[config.mk]
export PLATFORM = sky130hd
export DESIGN_NAME = dma_reload_channel
export DESIGN_NICKNAME = d
export VERILOG_FILES = /design/src/rtl/dmarl_pkg.sv /design/src/rtl/dmarl_cfg.sv /design/src/rtl/dmarl_align.sv /design/src/rtl/dmarl_seq.sv /design/src/rtl/dma_reload_channel.sv
export SDC_FILE = /design/constraint.sdc
export NUM_CORES = 1
export LEC_CHECK = 0
export BUFFER_PORTS_ARGS = -buffer_cell sky130_fd_sc_hd__buf_2
export CAP_MARGIN = 0
export CORE_ASPECT_RATIO = 1.4
export CORE_UTILIZATION = 42
export CTS_BUF_LIST = sky130_fd_sc_hd__clkbuf_4
export CTS_CLUSTER_DIAMETER = 100
export DETAILED_ROUTE_END_ITERATION = 10
export GPL_TIMING_DRIVEN = 0
export SLEW_MARGIN = 20
export SYNTH_ARGS = -nofsm -noshare
export SYNTH_HDL_FRONTEND = slang
export SYNTH_HIERARCHICAL = 1
export SYNTH_SLANG_ARGS = --single-unit
[constraint.sdc]
create_clock -name clk -period 6.2 [get_ports clk]
set_input_delay 0 -clock clk [delete_from_list [all_inputs] [get_ports clk]]
set_output_delay 0 -clock clk [all_outputs]
set_load 0.02 [all_outputs]
[src/rtl/dmarl_pkg.sv]
package dmarl_pkg;

    typedef enum logic [1:0] {
        XSZ_BYTE = 2'd0,
        XSZ_HALF = 2'd1,
        XSZ_WORD = 2'd2,
        XSZ_WALT = 2'd3
    } xfer_size_e;

    typedef enum logic [1:0] {
        PH_IDLE  = 2'd0,
        PH_READ  = 2'd1,
        PH_WRITE = 2'd2
    } phase_e;

    localparam logic [2:0] SEL_SRC    = 3'd0;
    localparam logic [2:0] SEL_DST    = 3'd1;
    localparam logic [2:0] SEL_CNT    = 3'd2;
    localparam logic [2:0] SEL_CTRL   = 3'd3;
    localparam logic [2:0] SEL_MASTER = 3'd4;

    localparam int CTRL_BITS = 5;

    // Byte distance between consecutive source elements.
    function automatic logic [2:0] step_bytes(input xfer_size_e s);
        case (s)
            XSZ_BYTE: return 3'd1;
            XSZ_HALF: return 3'd2;
            default:  return 3'd4;
        endcase
    endfunction

    // Low address bits that must be zero for the given size.
    function automatic logic [1:0] align_mask(input xfer_size_e s);
        case (s)
            XSZ_BYTE: return 2'b00;
            XSZ_HALF: return 2'b01;
            default:  return 2'b11;
        endcase
    endfunction

endpackage

[src/rtl/dmarl_cfg.sv]
module dmarl_cfg
    import dmarl_pkg::*;
(
    input  logic                 clk,
    input  logic                 rst_n,
    input  logic                 cfg_we,
    input  logic [2:0]           cfg_sel,
    input  logic [CTRL_BITS-1:0] ctrl_bits,
    input  logic                 nmi_i,
    input  logic                 te_set_i,
    output logic                 master_o,
    output logic                 chan_o,
    output logic                 reload_o,
    output xfer_size_e           size_o,
    output logic                 te_o,
    output logic                 src_wr_o,
    output logic                 dst_wr_o,
    output logic                 cnt_wr_o,
    output logic                 abort_o
);

    typedef struct packed {
        logic       master;
        logic       chan;
        logic       reload;
        xfer_size_e size;
        logic       te;
    } cfg_state_t;

    cfg_state_t cfg_d, cfg_q;

    always_comb begin
        cfg_d    = cfg_q;
        src_wr_o = cfg_we && (cfg_sel == SEL_SRC);
        dst_wr_o = cfg_we && (cfg_sel == SEL_DST);
        cnt_wr_o = cfg_we && (cfg_sel == SEL_CNT);
        // Every register write and every NMI cancels an in-flight transfer.
        abort_o  = nmi_i || cfg_we;

        if (cfg_we && (cfg_sel == SEL_CTRL)) begin
            cfg_d.chan   = ctrl_bits[0];
            cfg_d.reload = ctrl_bits[1];
            cfg_d.size   = xfer_size_e'(ctrl_bits[3:2]);
            if (ctrl_bits[4]) begin
                cfg_d.te = 1'b0;
            end
        end
        if (cfg_we && (cfg_sel == SEL_MASTER)) begin
            cfg_d.master = ctrl_bits[0];
        end
        if (nmi_i) begin
            cfg_d.master = 1'b0;
        end
        if (te_set_i) begin
            cfg_d.te = 1'b1;
        end
    end

    always_ff @(posedge clk or negedge rst_n) begin
        if (!rst_n) begin
            cfg_q <= '{master: 1'b0, chan: 1'b0, reload: 1'b0, size: XSZ_BYTE, te: 1'b0};
        end else begin
            cfg_q <= cfg_d;
        end
    end

    assign master_o = cfg_q.master;
    assign chan_o   = cfg_q.chan;
    assign reload_o = cfg_q.reload;
    assign size_o   = cfg_q.size;
    assign te_o     = cfg_q.te;

endmodule

[src/rtl/dmarl_align.sv]
module dmarl_align
    import dmarl_pkg::*;
(
    input  logic [1:0] src_lo,
    input  logic [1:0] dst_lo,
    input  xfer_size_e size_i,
    output logic       misaligned_o
);

    logic [1:0] mask;

    always_comb begin
        mask         = align_mask(size_i);
        misaligned_o = |((src_lo | dst_lo) & mask);
    end

endmodule

[src/rtl/dmarl_seq.sv]
module dmarl_seq
    import dmarl_pkg::*;
#(
    parameter int AW        = 32,
    parameter int DW        = 32,
    parameter int CW        = 16,
    parameter int GROUP_LEN = 4
) (
    input  logic          clk,
    input  logic          rst_n,
    input  logic          master_i,
    input  logic          chan_i,
    input  logic          reload_i,
    input  xfer_size_e    size_i,
    input  logic          te_i,
    input  logic          src_wr_i,
    input  logic          dst_wr_i,
    input  logic          cnt_wr_i,
    input  logic [AW-1:0] wdata_i,
    input  logic          abort_i,
    input  logic          aerr_i,
    input  logic          misaligned_i,
    input  logic          mem_ack_i,
    input  logic [DW-1:0] mem_rdata_i,
    output logic          mem_req_o,
    output logic          mem_we_o,
    output logic [AW-1:0] mem_addr_o,
    output logic [DW-1:0] mem_wdata_o,
    output logic [1:0]    ptr_lo_o,
    output logic [1:0]    dst_lo_o,
    output logic          te_set_o
);

    localparam int GW = $clog2(GROUP_LEN);
    localparam logic [GW-1:0] GRP_LAST = GW'(GROUP_LEN - 1);

    typedef struct packed {
        phase_e        phase;
        logic [AW-1:0] ptr;
        logic [AW-1:0] saved;
        logic [AW-1:0] dst;
        logic [CW-1:0] cnt;
        logic [GW-1:0] grp;
        logic [DW-1:0] data;
    } seq_state_t;

    seq_state_t st_d, st_q;
    logic       go;
    logic [AW-1:0] step;

    always_comb begin
        st_d     = st_q;
        te_set_o = 1'b0;
        step     = AW'(step_bytes(size_i));
        go       = master_i && chan_i && !te_i && (st_q.cnt != '0);

        if (src_wr_i) begin
            st_d.ptr   = wdata_i;
            st_d.saved = wdata_i;
        end
        if (dst_wr_i) begin
            st_d.dst = wdata_i;
        end
        if (cnt_wr_i) begin
            st_d.cnt = wdata_i[CW-1:0];
        end

        if (abort_i) begin
            st_d.phase = PH_IDLE;
            st_d.grp   = '0;
        end else begin
            case (st_q.phase)
                PH_IDLE: begin
                    if (go) begin
                        if (misaligned_i) begin
                            te_set_o  = 1'b1;
                            st_d.grp  = '0;
                        end else begin
                            st_d.phase = PH_READ;
                        end
                    end
                end
                PH_READ: begin
                    if (aerr_i) begin
                        te_set_o   = 1'b1;
                        st_d.phase = PH_IDLE;
                        st_d.grp   = '0;
                    end else if (mem_ack_i) begin
                        st_d.data  = mem_rdata_i;
                        st_d.phase = PH_WRITE;
                    end
                end
                PH_WRITE: begin
                    if (aerr_i) begin
                        te_set_o   = 1'b1;
                        st_d.phase = PH_IDLE;
                        st_d.grp   = '0;
                    end else if (mem_ack_i) begin
                        st_d.cnt   = st_q.cnt - CW'(1);
                        st_d.phase = PH_IDLE;
                        if (reload_i && (st_q.grp == GRP_LAST)) begin
                            st_d.ptr = st_q.saved;
                            st_d.grp = '0;
                        end else begin
                            st_d.ptr = st_q.ptr + step;
                            st_d.grp = st_q.grp + GW'(1);
                        end
                        if (st_q.cnt == CW'(1)) begin
                            te_set_o = 1'b1;
                            st_d.grp = '0;
                        end
                    end
                end
                default: st_d.phase = PH_IDLE;
            endcase
        end
    end

    always_ff @(posedge clk or negedge rst_n) begin
        if (!rst_n) begin
            st_q <= '{phase: PH_IDLE, ptr: '0, saved: '0, dst: '0,
                      cnt: '0, grp: '0, data: '0};
        end else begin
            st_q <= st_d;
        end
    end

    assign mem_req_o   = (st_q.phase != PH_IDLE);
    assign mem_we_o    = (st_q.phase == PH_WRITE);
    assign mem_addr_o  = (st_q.phase == PH_WRITE) ? st_q.dst : st_q.ptr;
    assign mem_wdata_o = st_q.data;
    assign ptr_lo_o    = st_q.ptr[1:0];
    assign dst_lo_o    = st_q.dst[1:0];

endmodule

[src/rtl/dma_reload_channel.sv]
module dma_reload_channel
    import dmarl_pkg::*;
#(
    parameter int AW        = 32,
    parameter int DW        = 32,
    parameter int CW        = 16,
    parameter int GROUP_LEN = 4
) (
    input  logic          clk,
    input  logic          rst_n,
    input  logic          cfg_we,
    input  logic [2:0]    cfg_sel,
    input  logic [AW-1:0] cfg_wdata,
    output logic          mem_req,
    output logic          mem_we,
    output logic [AW-1:0] mem_addr,
    output logic [1:0]    mem_size,
    output logic [DW-1:0] mem_wdata,
    input  logic          mem_ack,
    input  logic [DW-1:0] mem_rdata,
    input  logic          nmi,
    input  logic          addr_err,
    output logic          xfer_end
);

    logic       master, chan, reload, te, te_set;
    logic       src_wr, dst_wr, cnt_wr, abort, misaligned;
    xfer_size_e size;
    logic [1:0] ptr_lo, dst_lo;

    dmarl_cfg u_cfg (
        .clk       (clk),
        .rst_n     (rst_n),
        .cfg_we    (cfg_we),
        .cfg_sel   (cfg_sel),
        .ctrl_bits (cfg_wdata[CTRL_BITS-1:0]),
        .nmi_i     (nmi),
        .te_set_i  (te_set),
        .master_o  (master),
        .chan_o    (chan),
        .reload_o  (reload),
        .size_o    (size),
        .te_o      (te),
        .src_wr_o  (src_wr),
        .dst_wr_o  (dst_wr),
        .cnt_wr_o  (cnt_wr),
        .abort_o   (abort)
    );

    dmarl_align u_align (
        .src_lo       (ptr_lo),
        .dst_lo       (dst_lo),
        .size_i       (size),
        .misaligned_o (misaligned)
    );

    dmarl_seq #(
        .AW        (AW),
        .DW        (DW),
        .CW        (CW),
        .GROUP_LEN (GROUP_LEN)
    ) u_seq (
        .clk          (clk),
        .rst_n        (rst_n),
        .master_i     (master),
        .chan_i       (chan),
        .reload_i     (reload),
        .size_i       (size),
        .te_i         (te),
        .src_wr_i     (src_wr),
        .dst_wr_i     (dst_wr),
        .cnt_wr_i     (cnt_wr),
        .wdata_i      (cfg_wdata),
        .abort_i      (abort),
        .aerr_i       (addr_err),
        .misaligned_i (misaligned),
        .mem_ack_i    (mem_ack),
        .mem_rdata_i  (mem_rdata),
        .mem_req_o    (mem_req),
        .mem_we_o     (mem_we),
        .mem_addr_o   (mem_addr),
        .mem_wdata_o  (mem_wdata),
        .ptr_lo_o     (ptr_lo),
        .dst_lo_o     (dst_lo),
        .te_set_o     (te_set)
    );

    assign mem_size = size;
    assign xfer_end = te;

endmodule

# After elaboration in Yosys (flattened, before gate mapping)
# Index checks and enable logic that the tools add are counted.
# W data, S select, Z words.
[word_totals]
regBits = 154
inputBits = 73
out_inout_bits = 69
elab_cells = 101
[op_classes]
add_sub_neg = 3
eq_ne = 15
n_mux = 42
n_bitwise = 4
reduce_logical = 25
[op_table]
columns = ["operator", "n"]
rows = [
  ["$mux W32", 5],
  ["$mux W16", 4],
  ["$mux W64", 1],
  ["$mux W34", 1],
  ["$add A32 B3 Y32", 1],
  ["$mux W2", 13],
  ["$mux W18", 1],
  ["$eq A16 B1 Y1 const B", 1],
  ["$reduce_bool A16 Y1", 1],
  ["$sub A16 B1 Y16 const B", 1],
  ["$mux W1", 12],
  ["$pmux W2 S3", 2],
  ["$logic_and A1 B1 Y1", 9],
  ["$ne A3 B3 Y1 const B", 3],
  ["$reduce_and A4 Y1", 2],
  ["$reduce_bool A2 Y1", 4],
  ["$eq A3 B2 Y1 const B", 2],
  ["$pmux W3 S2", 1],
  ["$reduce_and A5 Y1", 1],
  ["$eq A2 B1 Y1 const B", 2],
  ["$eq A2 B2 Y1 const B", 2],
  ["$logic_not A2 Y1", 2],
  ["$ne A4 B1 Y1 const B", 1],
  ["$ne A4 B4 Y1 const B", 1],
  ["15 further kinds", 16],
]

# Longest topological paths before layout
[logic_depth]
word_depth = 10
mapped_depth = 9
ltp_nobuf = 8

# Hierarchy
# The synthesis kept the hierarchy.
[by_module_without_submodules]
columns = ["mod", "n_inst", "cells_per_inst", "area_each_um2", "seq_area_each_um2"]
rows = [
  ["dmarl_seq", 1, 770, 7885.1, 3703.6],
  ["dmarl_cfg", 1, 21, 310.3, 150.1],
  ["dmarl_align", 1, 3, 25.0, 0.0],
]

# Worst setup path before layout
# Ideal clock, no wire load.
[synth_path]
path_kind = "flip-flop to flip-flop"
from = "register u_cfg.cfg_q, in the netlist u_cfg/size_o[1]"
to = "register u_seq/st_q[141] (netlist bit)"
setup_ns = 0.094
arrival_ns = 2.306
required_time_ns = 6.106
setup_slack_ns = 3.800
path_stages_with_launch = 8
path_buffers = 1
synth_period_minus_slack_ns = 2.400
path_cell_list = "dfrtp_1 > clkbuf_1 > ha_1 > nand3_2 > a211oi_4 > or4b_1 > xor2_1 > a221oi_2"
[synth_lines]
columns = ["item", "line_no", "source"]
rows = [
  ["from (decl)", "dmarl_cfg.sv:30", "cfg_state_t cfg_d, cfg_q;"],
  ["from (signal assigned)", "dmarl_cfg.sv:61", "cfg_q <= '{master: 1'b0, chan: 1'b0, reload: 1'b0, size: XSZ_BYTE, te: 1'b0};"],
  ["from (signal assigned)", "dmarl_cfg.sv:63", "cfg_q <= cfg_d;"],
  ["to (signal assigned)", "dmarl_seq.sv:121", "st_q <= '{phase: PH_IDLE, ptr: '0, saved: '0, dst: '0,"],
  ["to (signal assigned)", "dmarl_seq.sv:124", "st_q <= st_d;"],
  ["to (decl)", "dmarl_seq.sv:47", "seq_state_t st_d, st_q;"],
]

# Worst setup path in the final report
[layout_path]
from = "register u_seq/st_q[43] (netlist bit)"
to = "register u_cfg.cfg_q, in the netlist u_cfg/te_o"
[layout_between]
elab_chain_cells = 8
word_cells_on_any_way = 13
cone_classes = "1 x eq/ne; 7 x mux; 5 x reduce/logical"
[layout_lines]
columns = ["item", "line_no", "source"]
rows = [
  ["$eq A16 B1 Y1", "dmarl_seq.sv:108", "if (st_q.cnt == CW'(1)) begin"],
  ["$mux W1", "dmarl_seq.sv:108", ""],
  ["$mux W1", "dmarl_seq.sv:98", "end else if (mem_ack_i) begin"],
  ["$mux W1", "dmarl_seq.sv:94", "if (aerr_i) begin"],
  ["$pmux W1 S3 *", "dmarl_seq.sv:72", "case (st_q.phase)"],
  ["$mux W1 *", "dmarl_seq.sv:68", "if (abort_i) begin"],
  ["net te_set", "dma_reload_channel.sv:26", "logic master, chan, reload, te, te_set;"],
  ["$reduce_bool A2 Y1 (no source line)", "--", ""],
  ["$reduce_and A2 Y1 (no source line)", "--", ""],
]
# The timed path passes the listed nets; every way through them passes the cells marked *.
# A chain may end at the register's enable or synchronous reset.

==> impl_metrics.tcl <==
set metrics [dict create \
    synthMuxAreaShare_pct 15.65 \
    core_mm2 0.01922 \
    grt_pass1_vias 6879 \
    ys_types 68 \
    grt_max_degree 77 \
    fmax_mhz 322.8 \
    cts_tree "yes" \
    avgSynthCellArea_um2 10.35 \
    synth_area_mm2 0.008220 \
    rsz0062_at_grt "no" \
    drc_errors 0 \
    nets 1115 \
    worstPathRequired_ns 6.67 \
    cts_resized 0 \
    seq_area_frac_synth_pct 46.88 \
    maxCapViolations 0 \
    antenna_found_initial 1 \
    slew_headroom_pct 41.01 \
    fin_setup_tns_ns 0 \
    final_layout_size_suffix_gt1_share_pct 30.88 \
    yosysWarnings 6 \
    synth_top_family_by_area "simple AND/OR/NAND/NOR gates" \
    status "complete, no violations" \
    finClkSkew_ns 0.01650 \
    dr.pass1.iters 5 \
    syn_nets 875 \
    fin_hold_ws_ns 0.1512 \
    synth-simple-area-share_pct 16.45 \
    cts_max_path_buffers 2 \
    place.gp.congestion 0.8576 \
    drtIter0Drc 335 \
    synthAdderAreaFrac_pct 1.309 \
    use_met3_pct 4.326 \
    end_kind "register" \
    crit_type "reg -> reg" \
    ys_ff_latch 154 \
    numCtsBuffers 17 \
    via_per_inst 5.268 \
    drt_wl_total_um 22130 \
    slew_viol_final 0 \
    worst_slew_pin_slew_ns 0.8817 \
    setup_violations 0 \
    cts-root-buf "clkbuf_4" \
    initial_core_util_pct 42.77 \
    globalRouteOverflowTotal 0 \
    p_per_area_mw_per_mm2 249.0 \
    grt_pass1_wl_um 35650 \
    busiest_layer "met2" \
    synth_compound_area_share_pct 10.33 \
    die_area_mm2 0.02014 \
    cts.sinks 154 \
    final_cell_mix "dfrtp_1, buf_2, nand2_1" \
    row_count 60 \
    die_w_um 120.2 \
    routedWlPerCell_um 17.08 \
    grt.total_usage_pct 22.93 \
    ant_nets 0 \
    dr_total_vias 6822 \
    hold_path_class "in -> reg" \
    die_h_um 167.5 \
    synthArstFlopShare_pct 100.0 \
    clkLatencyLatePin_ns 0.57 \
    vdd_drop_max_mv 0.1265 \
    layout_min_cycle_time_ns 3.098 \
    clkTransAtPathRegs_ns 0.13 \
    start_kind "register" \
    dp_hpwl_um 15590 \
    finalCritPeriodShare_pct 49.97 \
    area_growth_pct 25.86 \
    hold_violations 0 \
    portBuffers 141 \
    synth_edf_count 0 \
    io_pins 142 \
    leakage_nw 4.822 \
    synthCells 794 \
    htreeDepth 4 \
    nFillCells 1773 \
    synthXorXnorAreaFrac_pct 3.090 \
    path_max_fanout 5 \
    arrival_ns 3.56 \
    layout_commonest_cell "dfrtp_1" \
    grt_util_met2_pct 40.75 \
    use_met1_pct 26.16 \
    ys.flop_type "dfrtp_1" \
]
-- registers in the layout (all words and copies together) (netlist names) --
name               count
u_cfg/chan_o           1
u_seq/dst_lo_o         2
u_seq/mem_wdata_o     32
u_cfg/te_o             1
u_cfg/reload_o         1
u_cfg/size_o           2
u_seq/ptr_lo_o         2
u_cfg/master_o         1
u_seq/st_q           112
-- area by class of cell --
class | instances | area (um2) | share of cell area (%)
Buffer | 82 | 452.9 | 4.378
Antenna cell | 1 | 2.502 | 0.02419
Inverter | 17 | 63.81 | 0.6168
Tap cell | 248 | 310.3 | 2.999
Multi-Input combinational cell | 541 | 3850 | 37.21
Clock buffer | 20 | 150.1 | 1.451
Sequential cell | 154 | 3854 | 37.25
Timing Repair Buffer | 221 | 1534 | 14.83
Clock inverter | 11 | 128.9 | 1.246
-- kinds of logic (layout without fill, tap and decap cells) --
family          Yosys count  in the layout
simple gates            274            274
flops                   154            154
mux                     117            117
compound gates          113            113
buf+inv                  99            351
xor+xnor                 29             29
fa+ha+maj                 8              8
other cells               0              1
-- synth_stat cells (all sizes together) (9+ instances only) --
master	instances	share of area, %
dfrtp	154	47
nand2	132	6.0
mux2	92	13
buf	47	3.9
clkbuf	35	1.6
nor3	30	1.8
nor2	29	1.3
mux2i	25	3.0
o21ai	23	1.4
nand3	18	1.2
a221oi	17	2.0
inv	17	0.78
xnor2	16	1.7
xor2	13	1.4
a21oi	12	0.78
nand4	12	0.99
a31oi	11	0.84
nand2b	10	0.76
a211oi	9	0.97
-- worst max-delay path: stages, from the launching register on --
cell	delay (ns)
dfrtp_1	0.43
or3_1	0.40
nor3_1	0.55
a41oi_1	0.31
a221oi_1	0.33
nor3_1	0.11
nand2b_1	0.16
o22a_2	0.17
dlygate4sd3_1	0.54
-- power breakdown --
group	internal, mW	switching [mW]
Clock	0.284	0.352
Sequential	1.17	0.145
Combinational	0.309	0.320
Total	1.76	0.816
-- timing repair --
action / in CTS / in global routing
hold endpoints to repair: 307 / 0
buffers inserted: 0 / 0
hold buffers: 79 / 0
-- per-stage QoR --
stage	instances	util, %	total power, mW	area (um2)	setup WS [ns]
after floorplan	794	-	1.704	8220	3.800
after global placement	1183	48.06	1.900	9236	2.630
after detailed placement	1184	48.26	1.917	9274	3.505
after CTS	1294	53.82	2.605	10340	3.112
after global routing	1295	53.83	2.728	10350	2.945
final	1295	53.83	2.576	10350	3.102
-- final timing paths --
kind | start | endpoint | slack, ns | depth (start not counted)
worst min register to register | u_seq/st_q[89] | u_seq/st_q[89] | 0.52 | 1
min in group asynchronous | rst_n | u_seq/st_q[125] | 0.53 | 3
worst min-delay path | cfg_sel[1] | u_seq/st_q[35] | 0.15 | 5
worst max-delay path | u_seq/st_q[43] | u_cfg/te_o | 3.10 | 8
max in group asynchronous | rst_n | u_seq/mem_wdata_o[6] | 4.59 | 4
worst max register to register | u_seq/st_q[43] | u_cfg/te_o | 3.10 | 8
-- routing by layer --
layer | share of wire, % | vias up
li1 | - | 3264
met1 | 42 | 3337
met2 | 51 | 177
met3 | 4.0 | 44
met4 | 3.2 | 0
met5 | 0 | -
Note: power is estimated with default switching activity, not from simulation.
